File: src/rtl/extimux_pkg.sv
package extimux_pkg;
  localparam int CFG_WORDS      = 4;
  localparam int CFG_FIELD_BITS = 16;

  typedef struct packed {
    logic [CFG_WORDS-1:0]      wordLoad;
    logic [CFG_FIELD_BITS-1:0] loadData;
  } cfgStrobe_t;
endpackage

File: src/rtl/extimux_ctrl.sv
module extimux_ctrl
  import extimux_pkg::*;
#(
  parameter int WORD_W = 32,
  parameter int NUM_WORDS = CFG_WORDS,
  parameter int FIELD_BITS = CFG_FIELD_BITS,
  localparam int ADDR_W = $clog2(NUM_WORDS)
) (
  input  logic              cfgWe,
  input  logic [ADDR_W-1:0] cfgAddr,
  input  logic [WORD_W-1:0] cfgWdata,
  output cfgStrobe_t        strobe
);
  // One load strobe per configuration word, decoded from the address.
  for (genvar w = 0; w < NUM_WORDS; w++) begin : g_dec
    assign strobe.wordLoad[w] = cfgWe && (cfgAddr == ADDR_W'(w));
  end
  // Upper bits of the write data are dropped here.
  assign strobe.loadData = cfgWdata[FIELD_BITS-1:0];
endmodule

File: src/rtl/extimux_datapath.sv
module extimux_datapath
  import extimux_pkg::*;
#(
  parameter int NUM_LINES = 16,
  parameter int NUM_PORTS = 8,
  parameter int PINS_PER_PORT = 16,
  parameter int SEL_W = 4,
  parameter int WORD_W = 32,
  parameter int NUM_WORDS = CFG_WORDS,
  parameter int FIELD_BITS = CFG_FIELD_BITS,
  localparam int FIELDS_PER_WORD = FIELD_BITS / SEL_W,
  localparam int ADDR_W = $clog2(NUM_WORDS),
  localparam int PORT_W = (NUM_PORTS > 1) ? $clog2(NUM_PORTS) : 1,
  localparam int IN_W = NUM_PORTS * PINS_PER_PORT
) (
  input  logic                 clk,
  input  logic                 rstN,
  input  cfgStrobe_t           strobe,
  input  logic [ADDR_W-1:0]    cfgRaddr,
  output logic [WORD_W-1:0]    cfgRdata,
  input  logic [IN_W-1:0]      pinIn,
  output logic [NUM_LINES-1:0] lineOut
);
  logic [FIELD_BITS-1:0] cfgWord [NUM_WORDS];

  // Select-word storage, one register per word.
  for (genvar w = 0; w < NUM_WORDS; w++) begin : g_word
    always_ff @(posedge clk or negedge rstN) begin
      if (!rstN)                   cfgWord[w] <= '0;
      else if (strobe.wordLoad[w]) cfgWord[w] <= strobe.loadData;
    end
  end

  assign cfgRdata = WORD_W'(cfgWord[cfgRaddr]);

  // Per-line port mux: line n only ever sees pin n of each port.
  for (genvar n = 0; n < NUM_LINES; n++) begin : g_line
    localparam int WIDX = n / FIELDS_PER_WORD;
    localparam int FPOS = n % FIELDS_PER_WORD;
    logic [SEL_W-1:0]     selField;
    logic [NUM_PORTS-1:0] candidate;
    logic [PORT_W-1:0]    portIdx;
    logic                 inRange;

    assign selField = cfgWord[WIDX][FPOS*SEL_W +: SEL_W];
    for (genvar p = 0; p < NUM_PORTS; p++) begin : g_port
      assign candidate[p] = pinIn[p*PINS_PER_PORT + n];
    end
    assign inRange = (32'(selField) < NUM_PORTS);
    assign portIdx = PORT_W'(selField);
    assign lineOut[n] = inRange && candidate[portIdx];
  end
endmodule

File: src/rtl/extimux_top.sv
module extimux_top
  import extimux_pkg::*;
#(
  parameter int NUM_LINES = 16,
  parameter int NUM_PORTS = 8,
  parameter int PINS_PER_PORT = 16,
  parameter int SEL_W = 4,
  parameter int WORD_W = 32,
  localparam int ADDR_W = $clog2(CFG_WORDS),
  localparam int IN_W = NUM_PORTS * PINS_PER_PORT
) (
  input  logic                 clk,
  input  logic                 rstN,
  input  logic                 cfgWe,
  input  logic [ADDR_W-1:0]    cfgAddr,
  input  logic [WORD_W-1:0]    cfgWdata,
  input  logic [ADDR_W-1:0]    cfgRaddr,
  output logic [WORD_W-1:0]    cfgRdata,
  input  logic [IN_W-1:0]      pinIn,
  output logic [NUM_LINES-1:0] lineOut
);
  cfgStrobe_t strobe;

  extimux_ctrl #(
    .WORD_W(WORD_W), .NUM_WORDS(CFG_WORDS), .FIELD_BITS(CFG_FIELD_BITS)
  ) u_ctrl (
    .cfgWe(cfgWe), .cfgAddr(cfgAddr), .cfgWdata(cfgWdata), .strobe(strobe)
  );

  extimux_datapath #(
    .NUM_LINES(NUM_LINES), .NUM_PORTS(NUM_PORTS), .PINS_PER_PORT(PINS_PER_PORT),
    .SEL_W(SEL_W), .WORD_W(WORD_W), .NUM_WORDS(CFG_WORDS),
    .FIELD_BITS(CFG_FIELD_BITS)
  ) u_dp (
    .clk(clk), .rstN(rstN), .strobe(strobe), .cfgRaddr(cfgRaddr),
    .cfgRdata(cfgRdata), .pinIn(pinIn), .lineOut(lineOut)
  );
endmodule

File: config.mk
export PLATFORM = sky130hd
export DESIGN_NAME = extimux_top
export DESIGN_NICKNAME = d
export VERILOG_FILES = /design/src/rtl/extimux_pkg.sv /design/src/rtl/extimux_ctrl.sv /design/src/rtl/extimux_datapath.sv /design/src/rtl/extimux_top.sv
export SDC_FILE = /design/constraint.sdc
export NUM_CORES = 1
export LEC_CHECK = 0
export ABC_AREA = 1
export ABC_CLOCK_PERIOD_IN_PS = 2200
export BUFFER_PORTS_ARGS = -buffer_cell sky130_fd_sc_hd__buf_4
export CORE_ASPECT_RATIO = 0.8
export CORE_MARGIN = 8
export CORE_UTILIZATION = 52
export DETAILED_ROUTE_END_ITERATION = 7
export PLACE_DENSITY = 0.87
export REMOVE_ABC_BUFFERS = 1
export SYNTH_ARGS = -nofsm -noshare
export SYNTH_HDL_FRONTEND = slang
export SYNTH_SLANG_ARGS = --single-unit
File: constraint.sdc
create_clock -name clk -period 2.2 [get_ports clk]
set_clock_uncertainty 0.15 [all_clocks]
set_input_delay 0.11 -clock clk [delete_from_list [all_inputs] [get_ports clk]]
set_output_delay 0.11 -clock clk [all_outputs]
set_load 0.005 [all_outputs]
==> impl_summary.md, run 1 <==
Final layout
The post-layout utilization of the core is 73.2%. The number of flip-flops in the largest register is 64. The share of cells above drive strength 1 is 22.3%. Counting flops per register, the top entry is u_dp.cfgWord. The diode insertion count for antenna repair is 0. The largest registers in the layout are u_dp.cfgWord x64. The count of nets after finishing is 1141. Fill cells in the final layout number 733.

The number of cells in the finished layout apart from fillers is 1094. Compared with the post-synthesis result, the final layout area differs by 38.8%. The post-route cell area is 6560 sq um.

STA
The summed negative setup slack over all endpoints is 0 ns. Setup repair after global routing left no endpoint under its margin. The transition time at the pin with the least slew margin is 0.806 ns. The worst-case headroom to the max-slew limit is 46.3%. The final max-slew violation count came to 0. Setup violations remaining at the end of the flow were counted as 0. The total count of hold-check failures in the final report is 0. For the finished layout, the period the worst path requires is 1.68 ns. The highest attainable clock frequency is 594 MHz. The part of the cycle the worst path needs is 76.6%.

Global route
The pin count of the biggest net entering global routing is 65. The initial antenna violation count is 0. The total global routing overflow is 0. The overall routing resource usage is 22.5%. The first global-routing pass estimated 22.7 mm of wire. The number of global-route vias before repair came to 5030.

Synth
The post-synthesis area per instance is 6.04 sq um. Counting flops with a built-in enable in the synthesized netlist gives 0. The number of different library cells used by synthesis comes to 18. The area of the mapped netlist is 4720 sq um.

The count of mapped cells out of synthesis is 782. The top-area cell type share of the netlist area is 33.9%. After synthesis, the cell types taking the most area are sky130_fd_sc_hd__dfrtp_1 34%, sky130_fd_sc_hd__nand2_1 19%, sky130_fd_sc_hd__inv_1 15%, sky130_fd_sc_hd__nand3_1 8.5%, sky130_fd_sc_hd__o21ai_1 6.5%.

Sorting the synthesized cells by how often they occur yields 237 x sky130_fd_sc_hd__nand2_1, 192 x sky130_fd_sc_hd__inv_1, 80 x sky130_fd_sc_hd__nand3_1. The leading register cell type out of synthesis is sky130_fd_sc_hd__dfrtp_1. Of all cell types, the one taking the most synthesized area is sky130_fd_sc_hd__dfrtp_1. For this run, the number of Yosys warnings is 0. The fraction of synthesis flops using an asynchronous set or reset pin is 100%. The most common cell in the synthesized netlist is sky130_fd_sc_hd__nand2_1. The count of state elements after synthesis is 64. The register area share after synthesis is 33.9%.

Drt
The first detailed-routing pass ran for 5 iterations. Summing over every cut layer, the via total after detailed routing is 5200. The initial detailed-routing violation count is 243. In the routed design, unresolved DRC markers number 0. Dividing the detail-routed via count by the number of cells gives 4.75. The count of nets left with antenna violations once routing finished came out at 0. The wire length per cell after detailed routing is 12.6 um. Wires add up to 13.8 mm.

Place
At the end of routability-driven placement, the weighted congestion stood at 0.821. Port buffering added 182 buffers. The estimated wirelength of the detail-placed design is 10.3 mm.

The post-placement cell count is 1061. Once placement finished, the instance area stood at 6070 sq um.

Worst setup path
The critical path endpoint category is an output pin. In this run the worst path has a maximum fanout of 6. Data on the critical path arrives at its endpoint at 1.42 ns. Data on the critical path is required at its endpoint by 1.94 ns. The worst setup path is launched from a flop. The critical path is of the reg -> out type.

Floorplan
Row generation in the floorplan step produced 31 rows. In this run the vertical extent of the chip is 101 um. The die covers 12400 sq um. The die width is 123 um. The core region is 8960 sq um.

Pin placement for this block handled 215 I/O pins. The effective utilization at floorplan is 52.7%.

Clock tree
The clock-pin slew on the worst setup and hold paths is 0.05 ns. The clock passes through at most 2 buffers. The number of instances resized during post-cts repair is 0. The TritonCTS clock tree is built.

The number of sinks handled by clock tree synthesis is 64. The number of buffers inserted during clock tree synthesis is 9. The clock tree root driver cell is sky130_fd_sc_hd__clkbuf_16. For the worst-skew pair, the clock arrives at the later sink with an insertion delay of 0.32 ns. In this run the number of H-tree levels came out at 3.

Power
In this run the static leakage power is 3.96 nW. For this design the ratio of total power to cell area is 685 nW/um^2. Across the VDD grid, the largest voltage drop is 0.419 mV.

Run status
The run finished with clean final reports.

Run
The reported max-cap violation count is 0.

Worst hold path
The worst min-delay path class is in -> reg.
==> repair_timing <==
item,CTS,global route
endpoints found under the hold margin,127,0
hold buffers,17,0
setup buffers,0,0
==> through the flow <==
stage / setup WS (ns) / power, W / hold WS [ns]
5_1_grt: 0.361 / 0.00480 / 0.248
6_report: 0.515 / 0.00449 / 0.232
2_1_floorplan: 1.08 / 0.00233 / -0.336
3_5_place_dp: 0.654 / 0.00298 / 0.0970
3_3_place_gp: 0.674 / 0.00295 / 0.106
4_1_cts: 0.500 / 0.00450 / 0.219
==> cell usage in the layout, fill, tap and decap left out <==
cell and count:
sky130_fd_sc_hd__a21oi_1 36, sky130_fd_sc_hd__buf_4 185, sky130_fd_sc_hd__bufinv_16 1, sky130_fd_sc_hd__clkbuf_1 1, sky130_fd_sc_hd__clkbuf_16 9, sky130_fd_sc_hd__clkbuf_8 4, sky130_fd_sc_hd__clkinv_2 1, sky130_fd_sc_hd__conb_1 16
sky130_fd_sc_hd__dfrtp_1 64, sky130_fd_sc_hd__dlygate4sd3_1 17, sky130_fd_sc_hd__inv_1 192, sky130_fd_sc_hd__inv_2 3, sky130_fd_sc_hd__nand2_1 237, sky130_fd_sc_hd__nand2_2 1, sky130_fd_sc_hd__nand3_1 80, sky130_fd_sc_hd__nand3_2 2
sky130_fd_sc_hd__nor2_1 41, sky130_fd_sc_hd__nor2_2 1, sky130_fd_sc_hd__o21ai_0 12, sky130_fd_sc_hd__o21ai_1 61, sky130_fd_sc_hd__o21ai_2 11, sky130_fd_sc_hd__o22ai_1 4
==> final cells by class <==
| class | instances | area, sq um | share of cell area [%] |
|---|---|---|---|
| multi-input combinational | 502 | 2200 | 33.6 |
| clock inverter | 2 | 35.0 | 0.534 |
| clock buffer | 14 | 284 | 4.33 |
| sequential | 64 | 1600 | 24.4 |
| timing repair buffer | 202 | 1560 | 23.8 |
| tap | 115 | 144 | 2.19 |
| inverter | 195 | 732 | 11.2 |
==> routing by layer <==
metal	GRT usage, %	wire (um)
met1	27.5	5850
met2	37.8	6580
met3	6.63	1180
met4	6.64	172
met5	0	0
==> cell families after synthesis <==
family                 count (synthesis)  synth area share [%]
DFF                                   64                  33.9
other                                  1                0.0794
AOI/OAI and AO/OA                    124                  14.1
and+or+nand+nor                      362                  31.3
buffers and inverters                231                  20.7
==> worst max-delay path, stage by stage, from the launching register on <==
cell and delay (ns):
sky130_fd_sc_hd__dfrtp_1 0.44, sky130_fd_sc_hd__inv_1 0.15, sky130_fd_sc_hd__nand2_1 0.09, sky130_fd_sc_hd__nand3_1 0.08
sky130_fd_sc_hd__nand3_1 0.08, sky130_fd_sc_hd__nand2_1 0.05, sky130_fd_sc_hd__nor2_1 0.10, sky130_fd_sc_hd__buf_4 0.12
==> report_power, final <==
| group | internal (W) | switching [W] |
|---|---|---|
| logic | 0.000697 | 0.000691 |
| clock network | 0.000999 | 0.000494 |
| registers | 0.00137 | 0.000243 |
==> final timing paths <==
check                            startpoint                to  slack (ns)  depth (start not counted)
min in group asynchronous              rstN  u_dp.cfgWord[40]        0.27                          2
max                        u_dp.cfgWord[44]        lineOut[7]        0.52                          7
min reg2reg                u_dp.cfgWord[47]  u_dp.cfgWord[47]        0.34                          2
max in group asynchronous              rstN  u_dp.cfgWord[12]        1.09                          2
min                                   cfgWe  u_dp.cfgWord[54]        0.23                          5
max reg2reg                u_dp.cfgWord[36]  u_dp.cfgWord[36]        1.28                          2
(Power assumes the default switching activity.)
==> inputs of run 2 (changes only) <==
ABC_CLOCK_PERIOD_IN_PS = 1750   (was 2200)
CORE_UTILIZATION = 48   (was 52)
PLACE_DENSITY = 0.82   (was 0.87)
clock period = 1.75 ns   (was 2.2 ns; I/O delays follow)
==> impl_summary.md, run 2 (synthesis gave the netlist of run 1 again) <==
Drt
The count of nets left with antenna violations after detail routing is 0 (unchanged). The number of design rule violations left after detail routing is 0 (unchanged). The final wirelength is 14.1 mm (+2.0%). The wire length per cell after detailed routing was 12.8 um (+1.5%). The initial detailed-routing violation count is 252 (+3.7%). The detailed-route vias per instance is 4.71 (-1.0%).

The via count is 5171 (-0.56%). The number of iterations in the first detailed-routing pass was 5 (unchanged).

Final layout
The fill cell total of the finished layout is 872 (+19%). The diode insertion count for antenna repair is 0 (unchanged). The area added between synthesis and finish is 39.2%. The number of cells in the finished layout apart from fillers is 1099 (+0.46%). The largest register by flop count is u_dp.cfgWord. The count of nets after finishing was 1144 (+0.26%).

The share of cells above drive strength 1 was 23.1% (+0.79 points). The area taken by multi-input logic gates is 2200 sq um (unchanged). The number of flip-flops in the largest register is 64 (unchanged). The library cells used most frequently in the layout, excluding fill and tap cells, are 237 x sky130_fd_sc_hd__nand2_1, 191 x sky130_fd_sc_hd__inv_1, 186 x sky130_fd_sc_hd__buf_4. The area of all sequential standard cells is 1610 sq um (+0.55%).

The leading cell type in the layout, fill and taps excluded is sky130_fd_sc_hd__nand2_1. The largest registers in the layout are u_dp.cfgWord x64.

STA
The worst-case headroom to the max-slew limit is 54.1% (+7.8 points). The final max-slew violation count is 0 (unchanged). The transition time at the pin with the least slew margin came to 0.688 ns (-0.118 ns). The total count of hold-check failures in the final report came to 0 (unchanged). The total setup violations reported at the end of the flow came to 0 (unchanged).

The minimum hold slack is 0.138 ns (-0.0942 ns). Derived from the worst setup path, the maximum achievable clock frequency is 612 MHz. The shortest clock period the worst path allows after layout is 1.63 ns.

The part of the cycle the worst path needs is 93.4%. The summed negative setup slack over all endpoints is 0 ns (unchanged).

Place
The placer congestion estimate is 0.784 (-4.4%). The estimated wirelength of the detail-placed design was 10.4 mm (+1.1%). The post-placement cell count is 1068 (+0.66%). The number of buffers inserted by port buffering came to 182 (unchanged).

Clock tree
The clock-pin slew on the worst setup and hold paths is 0.06 ns (about the same). The number of buffers inserted during clock tree synthesis is 9 (unchanged). The TritonCTS clock tree is built. The clock insertion delay at the later pin of the skew report came to 0.32 ns (about the same).

The post-CTS setup buffer count was 0 (unchanged). The maximum level of the CTS H-tree is 3 (unchanged). The tree is rooted in a sky130_fd_sc_hd__clkbuf_16. The buffer depth of the longest clock path was 2 (unchanged). The number of sinks handled by clock tree synthesis came to 64 (unchanged).

Worst setup path
The highest cell delay on the worst timing path is 0.44 ns (about the same). The maximum net fanout on the critical path is 7 (+1). The slack of the worst reg-to-reg path is 0.84 ns (-0.44 ns). The required time at the endpoint of the critical path is 1.51 ns (-0.43 ns). The critical path goes through inv_1 -> nand2_1 -> nand3_1 -> nand3_1 -> nand2_1 -> nor2_1 -> buf_4. The depth of the most critical reg-to-reg path is 2 (unchanged). On the critical path, the stage with the largest delay is an instance of sky130_fd_sc_hd__dfrtp_1. The worst register-to-register path begins at u_dp.cfgWord[4]. The setup path with the least slack is of type reg -> out. Among cell families on the critical path, the largest total delay comes from flip-flops.

The endpoint identified for the worst register-to-register timing path is u_dp.cfgWord[4]. The number of buffers and inverters on the critical path is 2 (unchanged). The kind of start point of the critical path is a flop.

The critical path endpoint category is an output pin. The critical path arrival is 1.40 ns (-0.02 ns).

Global route
The total global routing overflow is 0 (unchanged). The wire length of the first global-routing pass was 23.2 mm (+1.9%). The pin count of the biggest net entering global routing is 35 (-46%).

The overall routing resource usage is 20.7% (-1.8 points). The number of global-route vias before repair was 4981 (-0.97%). The initial antenna violation count is 0 (unchanged).

Run
The reported max-cap violation count is 0 (unchanged).

Floorplan
The overall die height was 105 um (+3.4%). The area enclosed by the die boundary came to 13300 sq um (+7.1%). The effective utilization at floorplan is 49.2% (-3.6 points). The area of the core is 9610 sq um (+7.2%). The number of placed I/O pins came to 215 (unchanged). The floorplan row count is 32 (+3.2%). The die width is 127 um (+3.5%).

Power
The static leakage is 3.95 nW (-0.25%). The worst IR drop on VDD is 0.506 mV (+21%). The power density over the cells is 827 nW/um^2 (+21%).

Worst hold path
The min-delay analysis places its worst path in the category in -> async.

Run status
The flow ran to the end, and the final reports show no timing, DRC or antenna violations.
run 2: changes by cell type in the layout (fill, tap and decap cells not counted), sizes merged:
cell    change
clkinv      -1
bufinv      -1
buf         +3
run 2: worst register-to-register path: cells and delay by family, from the launching register on:
kind,cells,cell delay (ns)
AO/OA/AOI/OAI,1,0.08
AND/OR/NAND/NOR,1,0.10
flip-flops,1,0.45
run 2: how the worst max path moves through the flow:
stage / to / from / slack, ns / depth (start not counted)
global placement: cfgRdata[0] / cfgRaddr[1] / 0.39 / 6
finish: lineOut[0] / u_dp.cfgWord[48] / 0.12 / 7
CTS: cfgRdata[8] / u_dp.cfgWord[40] / 0.09 / 5
floorplan: u_dp.cfgWord[48] / cfgAddr[1] / 0.65 / 4
detailed placement: u_dp.cfgWord[35] / cfgAddr[1] / 0.33 / 5
global route: lineOut[0] / u_dp.cfgWord[48] / -0.003 / 7
run 2: power breakdown:
part / internal (W) / switching (W) / total, W / leakage, nW
sequential: 0.00172 / 0.000306 / 0.00203 / 0.790
clock: 0.00106 / 0.000591 / 0.00165 / 0.135
combinational: 0.000887 / 0.000867 / 0.00175 / 3.02
run 2: repair_timing:
action / CTS / global route
hold buffers: 17 / 0
endpoints found under the hold margin: 128 / 0
gates resized for setup: 0 / 8
endpoints found under the setup margin: 0 / 8
run 2: cell type report:
class / count / share of cell area [%]
multi-input combinational: 502 / 33.5
sequential: 64 / 24.5
timing repair buffer: 205 / 24.4
inverter: 195 / 11.1
clock buffer: 14 / 4.17
tap: 119 / 2.26
run 2: routing by layer:
layer | share of wire [%] | track usage, % | vias to the layer above
met5 | 0 | 0 | -
met4 | 0.58 | 3.90 | 0
met2 | 48 | 35.4 | 166
met3 | 7.1 | 6.20 | 8
met1 | 44 | 25.3 | 2272
li1 | - | - | 2725
run 2: stage by stage:
stage	utilization (%)	area (sq um)	setup WS (ns)	total power, W
global route	68.4	6580	-0.00305	0.00582
finish	68.4	6580	0.116	0.00543
global placement	63.7	6120	0.393	0.00372
floorplan	-	4540	0.654	0.00292
CTS	68.3	6570	0.0908	0.00544
detailed placement	63.7	6120	0.334	0.00376
